**src/rtl/ileave_pkg.sv**
```systemverilog
package ileave_pkg;

  // Shortest legal frame: every channel slot must fit.
  function automatic int unsigned floor_period(int unsigned ch_n, int unsigned gap);
    return ch_n * gap;
  endfunction

endpackage

```
**src/rtl/ileave_frame_timer.sv**
```systemverilog
module ileave_frame_timer #(
  parameter int unsigned CH_N     = 6,
  parameter int unsigned GAP      = 400,
  parameter int unsigned PERIOD_W = 20
) (
  input  logic                clk,
  input  logic                rst,
  input  logic                en,
  input  logic [PERIOD_W-1:0] cfg_period,
  output logic                frame_go
);
  import ileave_pkg::*;

  localparam logic [PERIOD_W-1:0] MIN_LEN = PERIOD_W'(floor_period(CH_N, GAP));

  logic                running;
  logic [PERIOD_W-1:0] fcnt;
  logic [PERIOD_W-1:0] flen;
  logic [PERIOD_W-1:0] eff_len;

  always_comb eff_len = (cfg_period < MIN_LEN) ? MIN_LEN : cfg_period;

  always_ff @(posedge clk) begin
    if (rst) begin
      running <= 1'b0;
      fcnt    <= '0;
      flen    <= MIN_LEN;
    end else if (!running) begin
      if (en) begin
        running <= 1'b1;
        fcnt    <= '0;
        flen    <= eff_len;
      end
    end else if (fcnt == flen - PERIOD_W'(1)) begin
      fcnt    <= '0;
      flen    <= eff_len;
      running <= en;
    end else begin
      fcnt <= fcnt + PERIOD_W'(1);
    end
  end

  assign frame_go = running && (fcnt == '0);

endmodule

```
**src/rtl/ileave_slot_sched.sv**
```systemverilog
module ileave_slot_sched #(
  parameter int unsigned CH_N = 6,
  parameter int unsigned GAP  = 400
) (
  input  logic                      clk,
  input  logic                      rst,
  input  logic                      frame_go,
  input  logic                      drop,
  output logic                      conv_start,
  output logic [$clog2(CH_N)-1:0]   conv_ch
);
  localparam int unsigned SW = $clog2(CH_N + 1);
  localparam int unsigned GW = $clog2(GAP + 1);
  localparam int unsigned CW = $clog2(CH_N);

  logic [SW-1:0] slot;
  logic [GW-1:0] gcnt;
  logic          slots_left;

  always_comb slots_left = (slot < SW'(CH_N));

  always_ff @(posedge clk) begin
    if (rst) begin
      slot <= SW'(CH_N);
      gcnt <= '0;
    end else if (frame_go) begin
      slot <= '0;
      gcnt <= '0;
    end else if (slots_left) begin
      if (gcnt == GW'(GAP - 1)) begin
        gcnt <= '0;
        slot <= slot + SW'(1);
      end else begin
        gcnt <= gcnt + GW'(1);
      end
    end
  end

  assign conv_start = slots_left && (gcnt == '0) && !drop;
  assign conv_ch    = slot[CW-1:0];

endmodule

```
**src/rtl/ileave_capture.sv**
```systemverilog
module ileave_capture #(
  parameter int unsigned SAMPLE_W = 16
) (
  input  logic                clk,
  input  logic                rst,
  input  logic                frame_go,
  input  logic                adc_busy,
  input  logic [SAMPLE_W-1:0] adc_data,
  input  logic                out_ready,
  input  logic                ovf_clr,
  output logic                out_valid,
  output logic [SAMPLE_W-1:0] out_data,
  output logic                ovf,
  output logic                drop
);
  logic busy_q;
  logic conv_done;
  logic lost;

  always_comb conv_done = busy_q && !adc_busy;
  always_comb lost      = out_valid && !out_ready;

  always_ff @(posedge clk) begin
    if (rst) begin
      busy_q    <= 1'b0;
      out_valid <= 1'b0;
      out_data  <= '0;
      ovf       <= 1'b0;
      drop      <= 1'b0;
    end else begin
      busy_q    <= adc_busy;
      out_valid <= conv_done;
      if (conv_done) out_data <= adc_data;
      if (lost)         ovf <= 1'b1;
      else if (ovf_clr) ovf <= 1'b0;
      if (frame_go)  drop <= 1'b0;
      else if (lost) drop <= 1'b1;
    end
  end

endmodule

```
**src/rtl/ileave_sampler.sv**
```systemverilog
module ileave_sampler #(
  parameter int unsigned CH_N     = 6,
  parameter int unsigned GAP      = 400,
  parameter int unsigned PERIOD_W = 20,
  parameter int unsigned SAMPLE_W = 16
) (
  input  logic                    clk,
  input  logic                    rst,
  input  logic                    en,
  input  logic [PERIOD_W-1:0]     cfg_period,
  output logic                    adc_start,
  output logic [$clog2(CH_N)-1:0] adc_ch,
  input  logic                    adc_busy,
  input  logic [SAMPLE_W-1:0]     adc_data,
  output logic                    out_valid,
  input  logic                    out_ready,
  output logic [SAMPLE_W-1:0]     out_data,
  input  logic                    ovf_clr,
  output logic                    ovf
);
  logic frame_go;
  logic drop;

  ileave_frame_timer #(.CH_N(CH_N), .GAP(GAP), .PERIOD_W(PERIOD_W)) u_timer (
    .clk(clk), .rst(rst), .en(en), .cfg_period(cfg_period), .frame_go(frame_go)
  );

  ileave_slot_sched #(.CH_N(CH_N), .GAP(GAP)) u_sched (
    .clk(clk), .rst(rst), .frame_go(frame_go), .drop(drop),
    .conv_start(adc_start), .conv_ch(adc_ch)
  );

  ileave_capture #(.SAMPLE_W(SAMPLE_W)) u_cap (
    .clk(clk), .rst(rst), .frame_go(frame_go), .adc_busy(adc_busy),
    .adc_data(adc_data), .out_ready(out_ready), .ovf_clr(ovf_clr),
    .out_valid(out_valid), .out_data(out_data), .ovf(ovf), .drop(drop)
  );

endmodule

```
**config.mk**
```make
export PLATFORM = sky130hd
export DESIGN_NAME = ileave_sampler
export DESIGN_NICKNAME = d
export VERILOG_FILES = /design/src/rtl/ileave_pkg.sv /design/src/rtl/ileave_frame_timer.sv /design/src/rtl/ileave_slot_sched.sv /design/src/rtl/ileave_capture.sv /design/src/rtl/ileave_sampler.sv
export SDC_FILE = /design/constraint.sdc
export NUM_CORES = 1
export LEC_CHECK = 0
export ABC_AREA = 1
export BUFFER_PORTS_ARGS = -buffer_cell sky130_fd_sc_hd__buf_2
export CAP_MARGIN = 20
export CORE_ASPECT_RATIO = 0.6
export CORE_UTILIZATION = 54
export DETAILED_ROUTE_END_ITERATION = 10
export PLACE_DENSITY = 0.76
export SLEW_MARGIN = 20
export SYNTH_ARGS = -nofsm -noshare
export SYNTH_HDL_FRONTEND = slang
export SYNTH_HIERARCHICAL = 1
export SYNTH_SLANG_ARGS = --single-unit
export TNS_END_PERCENT = 5
```
**constraint.sdc**
```tcl
create_clock -name clk -period 5.55 [get_ports clk]
set_input_delay 0.2775 -clock clk [delete_from_list [all_inputs] [get_ports clk]]
set_output_delay 0.2775 -clock clk [all_outputs]
set_load 0.01 [all_outputs]
```
Word-level counts from Yosys, hierarchy flattened
Cells that the tools add are included.
- equality and inequality tests: 3
- multiplexer cells: 16
- magnitude comparators: 2
- reduce and logical (&&, ||, !) cells: 18
- add/subtract/negate cells: 4
- operator list (operator ; number):
    $mux W20 ; 7
    $add A20 B1 Y20 const B ; 1
    $eq A20 B20 Y1 ; 1
    $logic_not A20 Y1 ; 1
    $lt A20 B12 Y1 const B ; 1
    $sub A20 B1 Y20 const B ; 1
    $add A9 B1 Y9 const B ; 1
    $eq A9 B9 Y1 const B ; 1
    $logic_not A9 Y1 ; 1
    $mux W3 ; 3
    $mux W9 ; 1
    $reduce_bool A2 Y1 ; 4
    $reduce_and A2 Y1 ; 3
    $logic_and A1 B1 Y1 ; 5
    $mux W1 ; 5
    $add A3 B1 Y3 const B ; 1
    $logic_not A1 Y1 ; 3
    $lt A3 B3 Y1 const B ; 1
    $ne A2 B2 Y1 const B ; 1
    $reduce_or A2 Y1 ; 1
- flip-flop bits (word level): 73
- input bits: 42
- output and inout bits: 22

Longest topological paths before layout
- depth after elaboration: 4
- gate-level depth with buffers: 18

By module
The synthesis kept the hierarchy.
- by module, submodules not included (module ; area an instance (µm²) ; cells each ; seq. area each (µm²) ; times used):
    ileave_frame_timer ; 3100.5 ; 522 ; 820.8 ; 1
    ileave_capture ; 827.0 ; 119 ; 400.4 ; 1
    ileave_slot_sched ; 710.7 ; 102 ; 240.2 ; 1

Worst setup path before layout
OpenSTA, ideal clock, no wires.
- path type: reg2reg
- from: reg u_timer.flen[0]
- to: reg u_timer.fcnt[17]
- slack: 3.501 ns
- buffers on the path: 3
- setup time: 0.132 ns
- stages on the path, launching flop included: 17
- required time: 5.418 ns
- period minus slack after synthesis: 2.049 ns
- arrival: 1.917 ns
- cells stage by stage: dfxtp_1 -> inv_1 -> ha_1 -> nand2_2 -> nor2_4 -> buf_6 -> nand3_1 -> nand2_1 -> nand2_1 -> nor2_1 -> nand2_1 -> nor2_1 -> nand2_1 -> buf_4 -> buf_6 -> nand3_1 -> a21oi_1
- longest elaborated chain between the ends: 4
- ends and longest elaborated chain (element ; RTL line ; text):
    from (decl) ; ileave_frame_timer.sv:18 ; logic [PERIOD_W-1:0] flen;
    from (signal assigned) ; ileave_frame_timer.sv:32 ; flen <= eff_len;
    from (signal assigned) ; ileave_frame_timer.sv:36 ; flen <= eff_len;
    $sub A20 B1 Y20 ; ileave_frame_timer.sv:34 ; end else if (fcnt == flen - PERIOD_W'(1)) begin
    $eq A20 B20 Y1 ; ileave_frame_timer.sv:34 ;
    $mux W20 ; ileave_frame_timer.sv:34 ;
    $mux W20 ; ileave_frame_timer.sv:28 ; end else if (!running) begin
    to (signal assigned) ; ileave_frame_timer.sv:39 ; fcnt <= fcnt + PERIOD_W'(1);
    to (decl) ; ileave_frame_timer.sv:17 ; logic [PERIOD_W-1:0] fcnt;
No other way between the ends.
A chain may end at the register's enable or synchronous reset.

Final worst setup path
- from: reg u_timer.flen[0]
- to: reg u_timer.flen[16]
- longest elaborated chain between the ends: 4
- ends and longest elaborated chain (element ; RTL line):
    $sub A20 B1 Y20 ; ileave_frame_timer.sv:34
    $eq A20 B20 Y1 ; ileave_frame_timer.sv:34
    $ne A2 B2 Y1 (no line) ; --
    $reduce_and A2 Y1 (no line) ; --
No other way between the ends.

==> flow_summary_export.csv <==
group,metric,value,unit
floorplan,ios,64,
grt,grt-ovfl-total,0,
clock_network,cts_root_buf,"clkbuf_16",
floorplan,num_rows,25,
critical_path,r2r_setup_slack,2210,ps
timing,slew_headroom,49.73,%
critical_path,worstPathArrival,3560,ps
timing,fmax,299.5,MHz
yosys,synth.avg_cell_area,6.243,µm²
timing,fin_skew,7.792,ps
place,dpl.cell_count,891,
critical_path,r2r_start,"u_timer/flen[0]",
critical_path,critPathSlowestCell,"nand2_2",
critical_path,path_common_cell,"nand2_1",
timing,slew_violations,0,
timing,setup_viol,0,
yosys,synth_area,4638,µm²
cells_and_area,layout_common_cells,"184 x nand2_1, 124 x nor2_1, 97 x inv_1",
yosys,synth_top_flop_cell,"dfxtp_1",
place,gp_congestion,0.8936,
critical_path,r2r_end,"u_timer/flen[16]",
clock_network,clk_path_buf_depth,2,
drt,routed_wl,11.39,mm
power_and_ir_drop,internal-power,0.0009736,W
drt,first_pass_iters,7,
grt,grt_pass1_vias,4063,
yosys,syn_inst,743,
drt,via_count,4706,
power_and_ir_drop,vdd_drop_max,0.1563,mV
yosys,synthesis.nets,791,
floorplan,dieArea,8976,µm²
critical_path,crit_chain,"inv_1 -> ha_1 -> nand2_2 -> nor2_4 -> nand3_1 -> nand2_1 -> nand2_1 -> nor2_1 -> nand2_1 -> nor2_1 -> nand2_1 -> nand2_2 -> nand2_1 -> nor2_1 -> nor2_1",
cells_and_area,fill_cells,756,
grt,grt_pass1_wl,18.86,mm
yosys,synth_warnings,6,
critical_path,cp-end-kind,"flop",
cells_and_area,fin_cells,907,
min_path,whs_path_depth,4,
cells_and_area,nNetsFinal,842,
min_path,min_path_type,"in2reg",
clock_network,clkTransAtPathRegs,60,ps
cells_and_area,fin_util,64.70,%
timing,fin_crit_sh,60.16,%
cells_and_area,syn2layout_area_growth,13.00,%
critical_path,critPathLaunchType,"flop",
yosys,ys_ff_latch,73,
place,port_buffers,63,
critical_path,cp_max_fo,20,
timing,setup_tns,0,ps
power_and_ir_drop,p_clk_share,41.6,%
cells_and_area,layout_commonest_cell,"nand2_1",
floorplan,fp.dieW,121.6,µm
clock_network,postCtsSetupBuffers,0,
drt,viasPerCell,5.189,
min_path,hp-start,"ovf_clr",
drt,antenna_left,0,
power_and_ir_drop,comb_power_share,16.3,%
critical_path,rr_worst_depth,15,
power_and_ir_drop,seqPwrFrac,42.1,%
timing,worst_pin_slew,752.2,ps
cells_and_area,finalInstanceArea,5241,µm²
clock_network,cts_tree,"done",
power_and_ir_drop,swShare,28.34,%
critical_path,cp.required,5770,ps
timing,hold_violations,0,
timing,rsz0062_at_grt,"no",
critical_path,path_buf_inv,1,
floorplan,start_util,57.25,%
cells_and_area,layout-drive-gt1-share,14.02,%
timing,setup_ws,2211,ps
yosys,synth-edff-count,0,
clock_network,cts.sinks,73,
grt,track_usage,27.10,%
clock_network,cts_hold_buf,0,
yosys,async_reset_ff_share,0,%
critical_path,path_class,"reg2reg",
yosys,synth.distinct_cells,33,
place,hpwl,8.418,mm
critical_path,timing.critical_path.from,"u_timer/flen[0]",
power_and_ir_drop,pwr_density_cell,259.2,nW/µm²
clock_network,numCtsBuffers,9,
floorplan,core_area,8102,µm²
run,maxCapViolCount,0,
run_status,outcome,"finished, final reports clean",
clock_network,clk_latency,340,ps
drt,wl_per_cell,12.56,µm
clock_network,htreeDepth,3,
cells_and_area,diodes,0,
power_and_ir_drop,p_switching,0.0003850,W
grt,grt_antenna_before_repair,0,
yosys,ys_seq_area_share,31.51,%
critical_path,critPathTopFamily,"simple AND/OR/NAND/NOR gates",
clock_network,cts-resized-gates,0,
place,dpl_worst_slack,2336,ps
grt,grt_max_degree,29,
drt,drt_iter0_markers,366,
floorplan,die_h,73.79,µm
drt,drc,0,
power_and_ir_drop,p_leak,2.529,nW
critical_path,max_stage_delay,470,ps
timing,min_period,3339,ps
place,placed_area,4952,µm²
min_path,hold_end,"u_cap/ovf",
==> metrics by stage <==
step | power (W) | hold slack [ps]
3_3_place_gp | 0.0007920 | 450.2
6_report | 0.001359 | 185.1
5_1_grt | 0.001429 | 191.6
4_1_cts | 0.001366 | 178.7
3_5_place_dp | 0.0007985 | 459.7
2_1_floorplan | 0.0007383 | 346.6
==> worst register-to-register path, stage by stage, from the launching register on <==
cell     delay [ps]
dfxtp_1         330
inv_1           160
ha_1            250
nand2_2         140
nor2_4          300
nand3_1         140
nand2_1         130
nand2_1          60
nor2_1           90
nand2_1          70
nor2_1          100
nand2_1         450
nand2_2         480
nand2_1         290
nor2_1          170
nor2_1           60
==> worst max-delay path by stage <==
stage                     cells after the start          endpoint  slack (ps)
after floorplan                              16  u_timer/fcnt[17]        3500
after global placement                       15   u_timer/flen[6]        2560
after detailed placement                     15  u_timer/flen[16]        2340
after CTS                                    15  u_timer/flen[16]        2330
after global routing                         15  u_timer/flen[18]        1950
final                                        15  u_timer/flen[16]        2210
==> metal layers <==
metal	wire length [µm]	global-route usage, %	vias up	part of all wire, %
met5	0	0	-	0
met3	890	6.832	10	7.8
met2	4716	39.33	174	41
met1	5687	38.83	2084	50
met4	98	8.779	0	0.86
li1	-	-	2438	-
==> final cells by class <==
class                      count  area [µm²]  area share (%)
clock inverter                 5       56.30           1.074
clock buffer                  11       232.7           4.440
sequential                    73        1461           27.88
tap                          108       135.1           2.578
multi-input combinational    545        2650           50.56
inverter                     100       375.4           7.162
timing repair buffer          65       330.3           6.302
==> flip-flops by register name, summed over array words and instances, names as in the netlist <==
register / count
u_cap/ovf: 1
u_cap/drop: 1
u_timer/flen: 20
u_sched/conv_ch: 3
u_cap/out_data: 16
u_timer/running: 1
u_cap/busy_q: 1
u_cap/out_valid: 1
u_timer/fcnt: 20
u_sched/gcnt: 9
==> kinds of logic after synthesis <==
logic type	synth area share, %
simple gates	45.05
xor+xnor	6.043
compound gates	4.424
buf+inv	11.36
fa+ha+maj	1.619
flops	31.51
==> cells in the mapped netlist (6+ instances only) <==
master,n,area [µm²]
ha_1,6,75.07
nor3_1,11,55.05
clkbuf_1,11,41.29
nand4_1,18,112.6
a21oi_1,30,150.1
o21ai_0,8,40.04
xor2_1,23,201.4
nor2_2,10,62.56
nand2_1,184,690.7
nor2_1,124,465.5
xnor2_1,9,78.83
inv_1,97,364.1
nand3_1,88,440.4
dfxtp_1,73,1461
nor4_1,6,37.54
==> power by group through the flow <==
stage	sequential [W]	combinational [W]	clock (W)
final	0.000572	0.000221	0.000565
after global routing	0.000575	0.000251	0.000603
after CTS	0.000571	0.000219	0.000576
after detailed placement	0.000583	0.000216	0
after global placement	0.000582	0.000210	0
after floorplan	0.000580	0.000158	0
No activity file was read; power rests on OpenSTA's default activity.
